**config.mk**
```make
export PLATFORM = sky130hd
export DESIGN_NAME = sram_ctrl
export DESIGN_NICKNAME = d
export VERILOG_FILES = /design/src/rtl/sram_ctrl_pkg.sv /design/src/rtl/sram_hold_reg.sv /design/src/rtl/sram_seq_fsm.sv /design/src/rtl/sram_strobe_dec.sv /design/src/rtl/sram_ctrl.sv
export SDC_FILE = /design/constraint.sdc
export NUM_CORES = 1
export LEC_CHECK = 0
export ABC_CLOCK_PERIOD_IN_PS = 1750
export BUFFER_PORTS_ARGS = -buffer_cell sky130_fd_sc_hd__buf_2
export CORE_MARGIN = 3
export CORE_UTILIZATION = 44
export CTS_BUF_LIST = sky130_fd_sc_hd__clkbuf_16
export CTS_CLUSTER_SIZE = 28
export DETAILED_ROUTE_END_ITERATION = 8
export HOLD_SLACK_MARGIN = 0.06
export PLACE_DENSITY = 0.78
export SETUP_SLACK_MARGIN = 0.15
export SYNTH_ARGS = -nofsm -noshare
export SYNTH_HDL_FRONTEND = slang
export SYNTH_SLANG_ARGS = --single-unit
```
**constraint.sdc**
```tcl
create_clock -name clk -period 1.75 [get_ports clk]
set_input_delay 0.2625 -clock clk [delete_from_list [all_inputs] [get_ports clk]]
set_output_delay 0.2625 -clock clk [all_outputs]
set_load 0.005 [all_outputs]
```
**src/rtl/sram_ctrl_pkg.sv**
```systemverilog
// Package: shared types for the asynchronous SRAM controller.
package sram_ctrl_pkg;

    // Phases of one access; IDLE must stay the zero code.
    typedef enum logic [2:0] {
        ST_IDLE   = 3'd0,
        ST_SETUP  = 3'd1,
        ST_WPULSE = 3'd2,
        ST_RWAIT  = 3'd3,
        ST_RECOV  = 3'd4
    } seq_state_t;

    // Larger of two integers, used to size the shared phase counter.
    function automatic int imax(input int a, input int b);
        return (a > b) ? a : b;
    endfunction

endpackage

```
**src/rtl/sram_hold_reg.sv**
```systemverilog
// Module: sram_hold_reg
// Loadable register with synchronous active-low reset to zero.
// Assumes: load is a single-cycle strobe from the sequencer or request side.
module sram_hold_reg #(
    parameter int W = 8
) (
    input  logic         clk,
    input  logic         rst_n,
    input  logic         load,
    input  logic [W-1:0] d,
    output logic [W-1:0] q
);

    // Capture d whenever load is high, otherwise hold.
    always_ff @(posedge clk) begin
        if (!rst_n) begin
            q <= '0;
        end else if (load) begin
            q <= d;
        end
    end

endmodule

```
**src/rtl/sram_seq_fsm.sv**
```systemverilog
// Module: sram_seq_fsm
// Access sequencer: walks IDLE -> (SETUP -> WPULSE | RWAIT) -> RECOV -> IDLE.
// One down-counter times the write pulse, the read wait and the turnaround.
// Assumes: RD_WAIT, WR_PULSE and TURN are all at least 1.
module sram_seq_fsm
    import sram_ctrl_pkg::*;
#(
    parameter int RD_WAIT  = 2,
    parameter int WR_PULSE = 1,
    parameter int TURN     = 1
) (
    input  logic       clk,
    input  logic       rst_n,
    input  logic       start,
    input  logic       is_write,
    output seq_state_t state,
    output logic       cap_en,
    output logic       done
);

    localparam int CNT_MAX = imax(imax(RD_WAIT, WR_PULSE), TURN);
    localparam int CNT_W   = (CNT_MAX > 1) ? $clog2(CNT_MAX) : 1;
    localparam logic [CNT_W-1:0] RD_LOAD   = CNT_W'(RD_WAIT - 1);
    localparam logic [CNT_W-1:0] WR_LOAD   = CNT_W'(WR_PULSE - 1);
    localparam logic [CNT_W-1:0] TURN_LOAD = CNT_W'(TURN - 1);

    logic [CNT_W-1:0] cnt;
    logic             cnt_zero;

    assign cnt_zero = (cnt == '0);

    // State and phase counter update.
    always_ff @(posedge clk) begin
        if (!rst_n) begin
            state <= ST_IDLE;
            cnt   <= '0;
        end else begin
            case (state)
                ST_IDLE: begin
                    if (start) begin
                        state <= is_write ? ST_SETUP : ST_RWAIT;
                        cnt   <= RD_LOAD;
                    end
                end
                ST_SETUP: begin
                    state <= ST_WPULSE;
                    cnt   <= WR_LOAD;
                end
                ST_WPULSE, ST_RWAIT: begin
                    if (cnt_zero) begin
                        state <= ST_RECOV;
                        cnt   <= TURN_LOAD;
                    end else begin
                        cnt <= cnt - 1'b1;
                    end
                end
                ST_RECOV: begin
                    if (cnt_zero) begin
                        state <= ST_IDLE;
                    end else begin
                        cnt <= cnt - 1'b1;
                    end
                end
                default: state <= ST_IDLE;
            endcase
        end
    end

    // Capture strobe for the edge that ends the last read wait cycle.
    always_comb cap_en = (state == ST_RWAIT) && cnt_zero;

    // Completion flag in the first turnaround cycle.
    always_comb done = (state == ST_RECOV) && (cnt == TURN_LOAD);

endmodule

```
**src/rtl/sram_strobe_dec.sv**
```systemverilog
// Module: sram_strobe_dec
// Maps the sequencer phase to the RAM strobes, the data driver enable and
// request readiness. Every output depends only on the registered phase.
// Assumes: writes keep output enable high, so the driver and the RAM never overlap.
module sram_strobe_dec
    import sram_ctrl_pkg::*;
(
    input  seq_state_t state,
    output logic       cs_n,
    output logic       oe_n,
    output logic       we_n,
    output logic       dq_oe,
    output logic       ready
);

    // Decode the phase into the pin levels.
    always_comb begin
        cs_n  = 1'b1;
        oe_n  = 1'b1;
        we_n  = 1'b1;
        dq_oe = 1'b0;
        ready = 1'b0;
        case (state)
            ST_IDLE:   ready = 1'b1;
            ST_SETUP:  cs_n  = 1'b0;
            ST_WPULSE: begin
                cs_n  = 1'b0;
                we_n  = 1'b0;
                dq_oe = 1'b1;
            end
            ST_RWAIT: begin
                cs_n = 1'b0;
                oe_n = 1'b0;
            end
            default: ;
        endcase
    end

endmodule

```
**src/rtl/sram_ctrl.sv**
```systemverilog
// Module: sram_ctrl (top)
// Single-beat request front end for an asynchronous static RAM. It latches the
// request, sequences the strobes through sram_seq_fsm, decodes the pins in
// sram_strobe_dec and registers the read data.
// Assumes: RD_WAIT * clock period covers the access time plus input margin;
// WR_PULSE * period covers both the write pulse and the data setup time.
module sram_ctrl
    import sram_ctrl_pkg::*;
#(
    parameter int ADDR_W   = 17,
    parameter int DATA_W   = 8,
    parameter int RD_WAIT  = 2,
    parameter int WR_PULSE = 1,
    parameter int TURN     = 1
) (
    input  logic              clk,
    input  logic              rst_n,
    input  logic              req_valid,
    output logic              req_ready,
    input  logic              req_write,
    input  logic [ADDR_W-1:0] req_addr,
    input  logic [DATA_W-1:0] req_wdata,
    output logic              rsp_valid,
    output logic [DATA_W-1:0] rsp_rdata,
    output logic [ADDR_W-1:0] mem_addr,
    output logic              mem_cs_n,
    output logic              mem_oe_n,
    output logic              mem_we_n,
    output logic [DATA_W-1:0] mem_dq_out,
    output logic              mem_dq_oe,
    input  logic [DATA_W-1:0] mem_dq_in
);

    seq_state_t state;
    logic       accept;
    logic       cap_en;

    // A request is taken only when the sequencer is idle.
    always_comb accept = req_valid && req_ready;

    sram_seq_fsm #(
        .RD_WAIT (RD_WAIT),
        .WR_PULSE(WR_PULSE),
        .TURN    (TURN)
    ) u_fsm (
        .clk     (clk),
        .rst_n   (rst_n),
        .start   (accept),
        .is_write(req_write),
        .state   (state),
        .cap_en  (cap_en),
        .done    (rsp_valid)
    );

    sram_strobe_dec u_dec (
        .state(state),
        .cs_n (mem_cs_n),
        .oe_n (mem_oe_n),
        .we_n (mem_we_n),
        .dq_oe(mem_dq_oe),
        .ready(req_ready)
    );

    sram_hold_reg #(.W(ADDR_W)) u_addr (
        .clk(clk), .rst_n(rst_n), .load(accept), .d(req_addr), .q(mem_addr)
    );

    sram_hold_reg #(.W(DATA_W)) u_wdata (
        .clk(clk), .rst_n(rst_n), .load(accept && req_write), .d(req_wdata), .q(mem_dq_out)
    );

    sram_hold_reg #(.W(DATA_W)) u_rdata (
        .clk(clk), .rst_n(rst_n), .load(cap_en), .d(mem_dq_in), .q(rsp_rdata)
    );

endmodule

```
==> run summary <==
The met2 track utilization from global routing came out at 0.305. The cell sitting at the root of the clock tree is a clkbuf_16. The number of detailed-route iterations in the first pass came out at 4. The number of enable-type register cells in the synthesized netlist is 0. The critical-path maximum fanout came out at 11.

At the worst endpoint, the arrival time is 1250 ps. The largest single stage delay on the critical path is 340 ps. In the global route stage, met3 resource usage came out at 0.0468. The run finished with clean final reports. The sum of routed wire length over all layers came out at 3460 um. The worst min-delay path startpoint is req_wdata[1]. The area growth from synthesis to layout is 36.0%.

The final setup skew came out at 2.56 ps. After clock tree synthesis, the clock-pin slew on the worst setup and hold paths is 50 ps. In this run the critical register-to-register path is launched from u_fsm.state[2]. At the worst endpoint, the required time is 1490 ps. The pin count of the biggest net entering global routing came out at 28.

The Yosys warning count came out at 0. The total power divided by cell area came out at 1020 nW/um2. The number of vias per cell is 4.85. The final standard cell utilization of the core is 0.650.

The share of synthesized registers carrying an async set or reset is 0. The number of endpoints with negative hold slack in the final report came out at 0. The dominant synthesized flop cell is dfxtp_1. The worst path needs 1510 ps of the cycle, external delays included. The share of the cycle needed by the critical path after routing is 0.862.

Of all cell types, the one taking the most synthesized area is dfxtp_1. The number of DRC markers after the initial detailed-route iteration came out at 76. TritonCTS built the clock tree.

The number of port buffers is 75. For this run, the register share of the synthesized area comes to 0.492. The number of design rule violations left after detail routing is 0.

The vertical extent of the die is 64.5 um. The worst ir drop on vdd came out at 0.568 mV. The clock passes through at most 2 buffers. The setup TNS came out at 0 ps. The critical path starts at u_fsm.state[1]. Clock tree synthesis inserted a total of 5 buffers.

The post-synth net total is 214. By area the synthesized netlist is led by dfxtp_1 49%, nand2_1 13%, a21boi_0 6.0%. The synthesized netlist cell count came out at 177.

After global routing, the most crowded layer is met2. For this design, the slowest cell found on the critical path is dfxtp_1. The antenna diode count is 0. For met1 alone, demand over resource in global routing was 0.200. For this run, the post-layout net count is 286. The region available for standard cell placement spans 3150 um2. In the final layout, the share of cells above drive strength 1 is 0.368. The number of post-CTS setup repair buffers came out at 0. The weighted congestion at the end of routability-driven global placement came out at 0.774. Traced cell by cell, the critical path runs through buf_4 -> nor2_1 -> or2_2 -> buf_2. The commonest cells after synthesis are 51 x nand2_1, 37 x dfxtp_1, 17 x o21ai_0, 12 x a21boi_0, 10 x clkbuf_1.

The floorplan row count is 20. Derived from the worst setup path, the maximum achievable clock frequency is 663 MHz. The number of gates given a new drive strength after cts is 0.

The kind of path behind the tightest hold check is in -> reg. The final max-slew violation count came out at 0. The combined area of all synthesized cells is 1510 um2. Each instance of the synthesized netlist takes up on average 8.51 um2. The detailed-route wire length per cell came out at 11.8 um.

The most common cell in the synthesized netlist is nand2_1. Setup repair after global routing left no endpoint under its margin. The relative slew slack is 0.722.

STA classifies the critical path startpoint as a flop. For this run, the total global-route usage over all layers was measured as 0.174. The H-tree generated during clock tree synthesis spans 2 levels. The initial cell density of the core came out at 0.478. The half-perimeter wire length after detailed placement came out at 2450 um.

The final setup violation count came out at 0. The netlist uses 28 different library cells. The clock latency at the later pin of the worst-skew pair came out at 270 ps. The number of primary I/O pins came out at 76. The path depth of the worst reg2reg path is 5. The count of nets left with antenna violations after detail routing came out at 0. The number of vias in the routed layout is 1425.

The reported leakage power is 0.959 nW. The critical path in this run is classified as reg -> out. The cell count of the worst hold path came out at 3.

The horizontal extent of the die is 64.5 um. The number of max-cap violations came out at 0. The number of hold buffers added after CTS is 0. Counting flops and latches in the post-synthesis netlist gives 37. The total overflow left after global routing is 0. At the pin with the least slew margin, the transition time is 418 ps.

The final hold slack is 223 ps. The initial antenna violation count is 0. The number of clock sinks is 37.

The first-pass GRT wire length is 5640 um. The via count of the first global-routing pass was 1265. The share of the synthesized area in the top cell type came out at 0.492. The die outline area came out at 4160 um2. STA classifies the critical path endpoint as a primary output.
worst paths after layout:
| check | end | slack (ps) |
|---|---|---|
| min reg2reg | u_addr.q[7] | 450 |
| max | mem_cs_n | 240 |
| max reg2reg | u_addr.q[13] | 320 |
| min | u_wdata.q[1] | 220 |
flip-flops by register name (all words and copies together) (netlist names):
signal / cells
u_wdata.q: 8
u_addr.q: 17
u_fsm.state: 3
u_fsm.cnt: 1
u_rdata.q: 8
area by class of cell:
cell class,count,area [um2]
clock buffers,5,125
multi-input cells,122,673
well taps,44,55.1
clock inverters,3,13.8
fillers,299,1100
repair buffers,81,433
flip-flops and latches,37,741
inverters,2,7.51
critical path: cells and delay by family (launching register included):
kind | cells | cell delay [ps]
buf+inv | 2 | 300
simple gates | 2 | 330
flops | 1 | 340
per-stage QoR:
stage                     power, mW  area [um2]  worst slack [ps]  instances
after floorplan                1.16        1510               374        177
after global placement         1.29        1910               379        286
after detailed placement       1.30        1910               318        286
after CTS                      2.12        2050               232        294
after global routing           2.20        2050               190        294
final                          2.09        2050               241        294
power by group:
part           total, mW  leakage, nW  switching [mW]  internal [mW]
sequential         0.936        0.302          0.0327          0.903
combinational      0.342        0.582           0.183          0.159
clock              0.815       0.0748           0.299          0.515
cell usage in the layout, fill, tap and decap left out:
master      n
nor3_1      1
o21ai_0    17
a21boi_0   12
a31oi_1     1
a21boi_1    7
nor4b_4     1
dfxtp_1    37
nor2_8      1
nand3_1     8
or4b_4      1
buf_12      1
o21a_1      1
nand3b_1    1
buf_2      75
nand4bb_1   1
nor2b_1     2
a211oi_1    1
nor2_1      3
clkbuf_16   5
nor3b_1     1
or2_2       1
and2_1      1
nand2_1    51
clkinv_2    2
buf_4       5
nand4_1     8
nor4b_1     1
inv_1       3
nand4b_1    1
cells by family (layout without fill, tap and decap cells):
kind of cell / count (synthesis) / after routing / share of synthesized area
simple gates: 83 / 83 / 0.282
compound gates: 39 / 39 / 0.165
flops: 37 / 37 / 0.492
buf+inv: 18 / 91 / 0.0615
layer usage:
| layer | share of wire | up-vias |
|---|---|---|
| met2 | 0.50 | 39 |
| met1 | 0.43 | 644 |
| li1 | - | 740 |
| met3 | 0.052 | 2 |
| met4 | 0.013 | 0 |
| met5 | 0 | - |
Power figures use the tool's default switching activity.
